File: src/rtl/sysclk_sw_pkg.sv
package sysclk_sw_pkg;
   localparam int CODE_W = 3;
   localparam int CODES  = 1 << CODE_W;
   localparam int DIV_W  = 4;

   // control register layout
   localparam int CTRL_GO_BIT  = 0;
   localparam int CTRL_REQ_LSB = 8;
   localparam int CTRL_CUR_LSB = 12;

   // slew register layout
   localparam int SLEW_BUSY_BIT = 0;
   localparam int SLEW_DN_BIT   = 1;
   localparam int SLEW_UP_BIT   = 2;
   localparam int SLEW_STEP_LSB = 8;
   localparam int SLEW_DIV_LSB  = 20;

   typedef enum logic [1:0] {
      SW_IDLE    = 2'd0,
      SW_OLD_LOW = 2'd1,
      SW_NEW_LOW = 2'd2
   } sw_state_e;
endpackage

File: src/rtl/sysclk_lvl_sync.sv
module sysclk_lvl_sync #(
   parameter int W      = 8,
   parameter int STAGES = 2
) (
   input  logic         clk,
   input  logic         rst_n,
   input  logic [W-1:0] lvl_i,
   output logic [W-1:0] lvl_o
);
   generate
      if (STAGES == 0) begin : g_bypass
         assign lvl_o = lvl_i;
      end else begin : g_pipe
         logic [W-1:0] pipe [STAGES];
         always_ff @(posedge clk or negedge rst_n) begin
            if (!rst_n) begin
               for (int i = 0; i < STAGES; i++) pipe[i] <= '0;
            end else begin
               pipe[0] <= lvl_i;
               for (int i = 1; i < STAGES; i++) pipe[i] <= pipe[i-1];
            end
         end
         assign lvl_o = pipe[STAGES-1];
      end
   endgenerate
endmodule

File: src/rtl/sysclk_switch_fsm.sv
module sysclk_switch_fsm
   import sysclk_sw_pkg::*;
#(
   parameter int NSRC      = 8,
   parameter int RESET_SRC = 0
) (
   input  logic              clk,
   input  logic              rst_n,
   input  logic              go_i,
   input  logic [CODE_W-1:0] tgt_i,
   input  logic [NSRC-1:0]   ready_i,
   input  logic [NSRC-1:0]   lvl_i,
   output logic [CODE_W-1:0] cur_o,
   output logic              gate_o,
   output logic              pend_o,
   output sw_state_e         state_o
);
   logic [CODES-1:0]  rdy_x;
   logic [CODES-1:0]  lvl_x;
   logic [CODE_W-1:0] tgt_q;
   logic              accept;

   assign rdy_x  = CODES'(ready_i);
   assign lvl_x  = CODES'(lvl_i);
   assign accept = go_i && (state_o == SW_IDLE) && rdy_x[tgt_i] && (tgt_i != cur_o);
   assign pend_o = (state_o != SW_IDLE);

   always_ff @(posedge clk or negedge rst_n) begin
      if (!rst_n) begin
         state_o <= SW_IDLE;
         cur_o   <= CODE_W'(RESET_SRC);
         gate_o  <= 1'b1;
         tgt_q   <= '0;
      end else begin
         case (state_o)
            SW_IDLE: begin
               if (accept) begin
                  tgt_q   <= tgt_i;
                  state_o <= SW_OLD_LOW;
               end
            end
            SW_OLD_LOW: begin
               if (!lvl_x[cur_o]) begin
                  gate_o  <= 1'b0;
                  state_o <= SW_NEW_LOW;
               end
            end
            SW_NEW_LOW: begin
               if (!lvl_x[tgt_q]) begin
                  cur_o   <= tgt_q;
                  gate_o  <= 1'b1;
                  state_o <= SW_IDLE;
               end
            end
            default: state_o <= SW_IDLE;
         endcase
      end
   end
endmodule

File: src/rtl/sysclk_slew_div.sv
module sysclk_slew_div
   import sysclk_sw_pkg::*;
#(
   parameter int STEP_W    = 8,
   parameter int RESET_DIV = 0
) (
   input  logic              clk,
   input  logic              rst_n,
   input  logic              wr_i,
   input  logic [DIV_W-1:0]  tgt_i,
   input  logic              up_i,
   input  logic              dn_i,
   input  logic [STEP_W-1:0] step_i,
   output logic [DIV_W-1:0]  tgt_o,
   output logic [DIV_W-1:0]  cur_o,
   output logic              up_o,
   output logic              dn_o,
   output logic [STEP_W-1:0] step_o
);
   logic [STEP_W-1:0] cnt_q;
   logic              rising;
   logic              slewing;

   assign rising  = (tgt_o > cur_o);
   assign slewing = rising ? up_o : dn_o;

   always_ff @(posedge clk or negedge rst_n) begin
      if (!rst_n) begin
         tgt_o  <= DIV_W'(RESET_DIV);
         cur_o  <= DIV_W'(RESET_DIV);
         up_o   <= 1'b0;
         dn_o   <= 1'b0;
         step_o <= '0;
         cnt_q  <= '0;
      end else if (wr_i) begin
         tgt_o  <= tgt_i;
         up_o   <= up_i;
         dn_o   <= dn_i;
         step_o <= step_i;
         cnt_q  <= '0;
      end else if (cur_o != tgt_o) begin
         if (!slewing) begin
            cur_o <= tgt_o;
         end else if (cnt_q == step_o) begin
            cnt_q <= '0;
            cur_o <= rising ? cur_o + 1'b1 : cur_o - 1'b1;
         end else begin
            cnt_q <= cnt_q + 1'b1;
         end
      end
   end
endmodule

File: src/rtl/sysclk_tick_gen.sv
module sysclk_tick_gen #(
   parameter int W = 4
) (
   input  logic         clk,
   input  logic         rst_n,
   input  logic [W-1:0] ratio_i,
   output logic         tick_o
);
   logic [W-1:0] tcnt_q;

   assign tick_o = (tcnt_q >= ratio_i);

   always_ff @(posedge clk or negedge rst_n) begin
      if (!rst_n)      tcnt_q <= '0;
      else if (tick_o) tcnt_q <= '0;
      else             tcnt_q <= tcnt_q + 1'b1;
   end
endmodule

File: src/rtl/sysclk_switcher.sv
module sysclk_switcher
   import sysclk_sw_pkg::*;
#(
   parameter int NSRC        = 8,
   parameter int RESET_SRC   = 0,
   parameter int SYNC_STAGES = 2,
   parameter int STEP_W      = 8,
   parameter int RESET_DIV   = 0
) (
   input  logic              clk,
   input  logic              rst_n,
   input  logic              bus_sel_i,
   input  logic              bus_we_i,
   input  logic              bus_addr_i,
   input  logic [31:0]       bus_wdata_i,
   output logic [31:0]       bus_rdata_o,
   input  logic [NSRC-1:0]   src_clk_i,
   input  logic [NSRC-1:0]   src_ready_i,
   output logic              sys_clk_o,
   output logic              div_tick_o,
   output logic [DIV_W-1:0]  div_ratio_o
);
   initial begin
      assert (NSRC >= 2 && NSRC <= CODES) else $error("NSRC out of range");
      assert (RESET_SRC >= 0 && RESET_SRC < NSRC) else $error("RESET_SRC out of range");
      assert (SYNC_STAGES >= 1) else $error("SYNC_STAGES must be at least 1");
      assert (STEP_W >= 1 && SLEW_STEP_LSB + STEP_W <= SLEW_DIV_LSB) else $error("STEP_W out of range");
      assert (RESET_DIV >= 0 && RESET_DIV < (1 << DIV_W)) else $error("RESET_DIV out of range");
   end

   logic              ctrl_wr, slew_wr, go;
   logic [CODE_W-1:0] req_src, cur_src;
   logic              sw_pend, gate_en;
   sw_state_e         sw_state;
   logic [NSRC-1:0]   lvl_sync;
   logic [CODES-1:0]  lvl_x;
   logic [DIV_W-1:0]  div_tgt, div_cur;
   logic              slew_up, slew_dn;
   logic [STEP_W-1:0] slew_step;
   logic              unused_wdata;

   assign ctrl_wr = bus_sel_i && bus_we_i && !bus_addr_i;
   assign slew_wr = bus_sel_i && bus_we_i &&  bus_addr_i;
   assign go      = ctrl_wr && !sw_pend && bus_wdata_i[CTRL_GO_BIT];
   assign unused_wdata = ^bus_wdata_i;

   always_ff @(posedge clk or negedge rst_n) begin
      if (!rst_n)                  req_src <= CODE_W'(RESET_SRC);
      else if (ctrl_wr && !sw_pend) req_src <= bus_wdata_i[CTRL_REQ_LSB +: CODE_W];
   end

   sysclk_lvl_sync #(.W(NSRC), .STAGES(SYNC_STAGES)) u_sync (
      .clk   (clk),
      .rst_n (rst_n),
      .lvl_i (src_clk_i),
      .lvl_o (lvl_sync)
   );

   sysclk_switch_fsm #(.NSRC(NSRC), .RESET_SRC(RESET_SRC)) u_fsm (
      .clk     (clk),
      .rst_n   (rst_n),
      .go_i    (go),
      .tgt_i   (bus_wdata_i[CTRL_REQ_LSB +: CODE_W]),
      .ready_i (src_ready_i),
      .lvl_i   (lvl_sync),
      .cur_o   (cur_src),
      .gate_o  (gate_en),
      .pend_o  (sw_pend),
      .state_o (sw_state)
   );

   sysclk_slew_div #(.STEP_W(STEP_W), .RESET_DIV(RESET_DIV)) u_slew (
      .clk    (clk),
      .rst_n  (rst_n),
      .wr_i   (slew_wr),
      .tgt_i  (bus_wdata_i[SLEW_DIV_LSB +: DIV_W]),
      .up_i   (bus_wdata_i[SLEW_UP_BIT]),
      .dn_i   (bus_wdata_i[SLEW_DN_BIT]),
      .step_i (bus_wdata_i[SLEW_STEP_LSB +: STEP_W]),
      .tgt_o  (div_tgt),
      .cur_o  (div_cur),
      .up_o   (slew_up),
      .dn_o   (slew_dn),
      .step_o (slew_step)
   );

   sysclk_tick_gen #(.W(DIV_W)) u_tick (
      .clk     (clk),
      .rst_n   (rst_n),
      .ratio_i (div_cur),
      .tick_o  (div_tick_o)
   );

   assign lvl_x       = CODES'(lvl_sync);
   assign sys_clk_o   = gate_en && lvl_x[cur_src];
   assign div_ratio_o = div_cur;

   always_comb begin
      bus_rdata_o = '0;
      if (!bus_addr_i) begin
         bus_rdata_o[CTRL_GO_BIT]                 = sw_pend;
         bus_rdata_o[CTRL_REQ_LSB +: CODE_W]      = req_src;
         bus_rdata_o[CTRL_CUR_LSB +: CODE_W]      = cur_src;
      end else begin
         bus_rdata_o[SLEW_BUSY_BIT]               = (div_cur != div_tgt);
         bus_rdata_o[SLEW_DN_BIT]                 = slew_dn;
         bus_rdata_o[SLEW_UP_BIT]                 = slew_up;
         bus_rdata_o[SLEW_STEP_LSB +: STEP_W]     = slew_step;
         bus_rdata_o[SLEW_DIV_LSB +: DIV_W]       = div_tgt;
      end
   end
endmodule

File: config.mk
export PLATFORM = sky130hd
export DESIGN_NAME = sysclk_switcher
export DESIGN_NICKNAME = d
export VERILOG_FILES = /design/src/rtl/sysclk_sw_pkg.sv /design/src/rtl/sysclk_lvl_sync.sv /design/src/rtl/sysclk_switch_fsm.sv /design/src/rtl/sysclk_slew_div.sv /design/src/rtl/sysclk_tick_gen.sv /design/src/rtl/sysclk_switcher.sv
export SDC_FILE = /design/constraint.sdc
export NUM_CORES = 1
export LEC_CHECK = 0
export ABC_AREA = 0
export BUFFER_PORTS_ARGS = -buffer_cell sky130_fd_sc_hd__buf_2
export CORE_UTILIZATION = 51
export CTS_BUF_LIST = sky130_fd_sc_hd__clkbuf_4 sky130_fd_sc_hd__clkbuf_8
export DETAILED_ROUTE_END_ITERATION = 12
export MAX_ROUTING_LAYER = met4
export PLACE_DENSITY = 0.76
export SLEW_MARGIN = 20
export SYNTH_ARGS = -nofsm -noshare
export SYNTH_HDL_FRONTEND = slang
export SYNTH_SLANG_ARGS = --single-unit
File: constraint.sdc
create_clock -name clk -period 6.7 [get_ports clk]
set_input_delay 1.34 -clock clk [delete_from_list [all_inputs] [get_ports clk]]
set_output_delay 1.34 -clock clk [all_outputs]
set_load 0.01 [all_outputs]
==> results_dict.tcl <==
set metrics [dict create \
    grt-busiest-layer "met2" \
    die_area_mm2 0.00654 \
    die_h_um 80.9 \
    cp_max_fo 18 \
    synth-xor-area-share 0.0414 \
    swShare 0.378 \
    synth_compound_area_frac 0.0946 \
    cts.path.max_buffers 2 \
    grt_pass1_wl_mm 10.3 \
    routed_wl_mm 6.23 \
    synth_seq_cells 58 \
    rsz0062_at_grt "no" \
    clock_sinks 58 \
    endpoint_kind "output pin" \
    clk_latency_ps 340 \
    synth_top_area_share 0.450 \
    synth-adder-area-share 0.0536 \
    htree_levels 3 \
    antenna_left 0 \
    synth_cells 296 \
    async_flop_share 1.00 \
    synthMuxAreaShare 0.119 \
    drive_above_1_share 0.265 \
    setup_viol 0 \
    use_met3 0.0674 \
    hold_path.class "reg -> reg" \
    timing.final.crit_share 0.526 \
    synth-simple-area-share 0.165 \
    grtUsageTotal 0.220 \
    drt-vias-per-instance 5.27 \
    coreArea_mm2 0.00596 \
    critPathRequiredTime_ps 5360 \
    yosys_warnings 0 \
    place.detailed.hpwl_mm 4.38 \
    reg2regPathDepth 11 \
    grt_util_met2 0.346 \
    grt_pass1_vias 2186 \
    powerDensity_mw_per_mm2 383 \
    p_seq_frac 0.368 \
    syn_to_final_growth_pct 14.7 \
    cts_inserted_buffers 9 \
    power_leakage_nw 1.82 \
    ios 91 \
    gp_congestion 0.876 \
    nets 419 \
    final_util 0.611 \
    path_clk_slew_ps 70 \
    synth_flop_cell "dfrtp_1" \
    overflow 0 \
    finalCriticalPeriod_ps 3520 \
    antenna_found_initial 0 \
    initial_core_util 0.533 \
    slew_headroom 0.396 \
    fin_setup_tns_ps 0 \
    fp.dieW_um 80.9 \
    layout_setup_ws_ps 3180 \
    cts_tree "yes" \
    cts_root_buf "clkbuf_8" \
    grt_util_met1 0.270 \
    cpPeakStageDelay_ps 380 \
    synth_enable_flop_cells 0 \
    cap_violations 0 \
    cts_resized 0 \
    clock_skew_ps 5.97 \
    cts_hold_buffers 0 \
    post_cts_buffers 0 \
    cp_common_cell "buf_2" \
    portBuffers 56 \
    synth_area_leaders "dfrtp_1 45%, nand2_1 5.8%, ha_1 4.7%, mux4_2 4.3%, buf_4 4.0%" \
    ir_drop_v 0.000248 \
    ys_seq_area_frac 0.458 \
    grt_max_degree 59 \
    p_comb_frac 0.399 \
    avgSynthCellArea_um2 10.7 \
    power.switching_mw 0.528 \
    hold_ws_ps 344 \
    yosysTopAreaCell "dfrtp_1" \
    num_vias 2284 \
    layout_commonest_cell "dfrtp_1" \
    synth_area_mm2 0.00317 \
    core.rowCount 28 \
    clock.fmax_mhz 284 \
    worstMarginPinSlew_ps 906 \
    hold_depth 0 \
    avgRoutedWirePerCell_um 14.4 \
    dpl_worst_slack_ps 3180 \
    status "complete, no violations" \
    hold_viol 0 \
    slowest_stage "mux2_2" \
    drc 0 \
    worstPathCellList "buf_2 -> mux2_2 -> buf_2" \
    drv_slew 0 \
    crit_arrival_ps 2180 \
    synth_cell_types 54 \
    internal_power_mw 0.867 \
    power.share.clock 0.233 \
    synth_top_family_by_area "simple AND/OR/NAND/NOR gates" \
    drt_iter0_drc 139 \
    diodes 0 \
    start_kind "input port" \
    layout_common_cells "57 x dfrtp_1, 56 x buf_2, 49 x nand2_1, 17 x nor2_1, 17 x conb_1" \
    firstDrtPassIters 4 \
    worstSetupPathType "in -> out" \
]
-- synth_stat cells, drive strengths merged (3+ instances only) --
cell type,instances
a21oi,11
a32o,3
and2,8
and3,6
buf,21
clkbuf,6
dfrtp,57
ha,12
inv,10
mux2,16
mux2i,4
mux4,6
nand2,49
nand2b,3
nand3,7
nand4,5
nor2,17
nor2b,3
o21ai,9
xnor2,6
xor2,9
-- worst max-delay path, delay by kind of cell --
kind	cells	cell delay [ps]
buffers and inverters	2	460
muxes	1	380
-- worst paths after layout --
path | start | to | slack (ps)
setup / recovery | bus_addr_i | bus_rdata_o[13] | 3180
hold / removal | u_sync.g_pipe.pipe[12]$_DFF_PN0_ | u_sync.lvl_o[4]$_DFF_PN0_ | 340
setup reg to reg | u_slew.cur_o[3]$_DFFE_PN0P_ | u_slew.cur_o[3]$_DFFE_PN0P_ | 3790
hold reg to reg | u_sync.g_pipe.pipe[12]$_DFF_PN0_ | u_sync.lvl_o[4]$_DFF_PN0_ | 340
max in group asynchronous | rst_n | u_slew.cnt_q[6]$_DFFE_PN0P_ | 5080
min in group asynchronous | rst_n | req_src[0]$_DFFE_PN0N_ | 1120
-- layout make-up --
| cell class | instances | area [um^2] |
|---|---|---|
| clock inverters | 7 | 78.8 |
| fillers | 506 | 2310 |
| clock buffers | 9 | 124 |
| inverters | 10 | 37.5 |
| flip-flops and latches | 58 | 1450 |
| repair buffers | 57 | 288 |
| multi-input cells | 217 | 1570 |
| well taps | 75 | 93.8 |
-- kinds of logic after synthesis --
group | count (synthesis)
AO/OA/AOI/OAI | 40
buffers and inverters | 37
other | 1
AND/OR/NAND/NOR | 106
adder cells (fa/ha/maj) | 13
multiplexers | 26
XOR/XNOR | 15
flip-flops | 58
-- state kept, by name, indices dropped and copies added, names as in the netlist, 2 cells and up --
signal,cells
req_src,3
u_tick.tcnt_q,4
u_fsm.cur_o,3
u_slew.tgt_o,4
u_sync.g_pipe.pipe,8
u_sync.lvl_o,8
u_fsm.state_o,2
u_slew.step_o,8
u_slew.cur_o,4
u_fsm.tgt_q,3
u_slew.cnt_q,8
-- stage by stage --
step	area [um^2]	std cells	power [mW]
after detailed placement	3440	417	1.07
after floorplan	3230	312	0.934
final	3640	433	1.39
after global placement	3440	417	1.05
after CTS	3640	433	1.41
after global routing	3640	433	1.50
-- power by group through the flow --
stage | registers, mW | logic, mW | clock network, mW
6_report | 0.513 | 0.557 | 0.325
2_1_floorplan | 0.500 | 0.434 | 0
3_3_place_gp | 0.515 | 0.534 | 0
5_1_grt | 0.525 | 0.626 | 0.352
4_1_cts | 0.514 | 0.561 | 0.334
3_5_place_dp | 0.520 | 0.555 | 0
-- routing by layer --
layer / vias to the layer above / routed length, um / share of wire
li1: 1102 / - / -
met1: 1085 / 2680 / 0.43
met2: 85 / 3060 / 0.49
met5: - / 0 / 0
met4: 0 / 123 / 0.020
met3: 12 / 368 / 0.059
(Power assumes the default switching activity.)
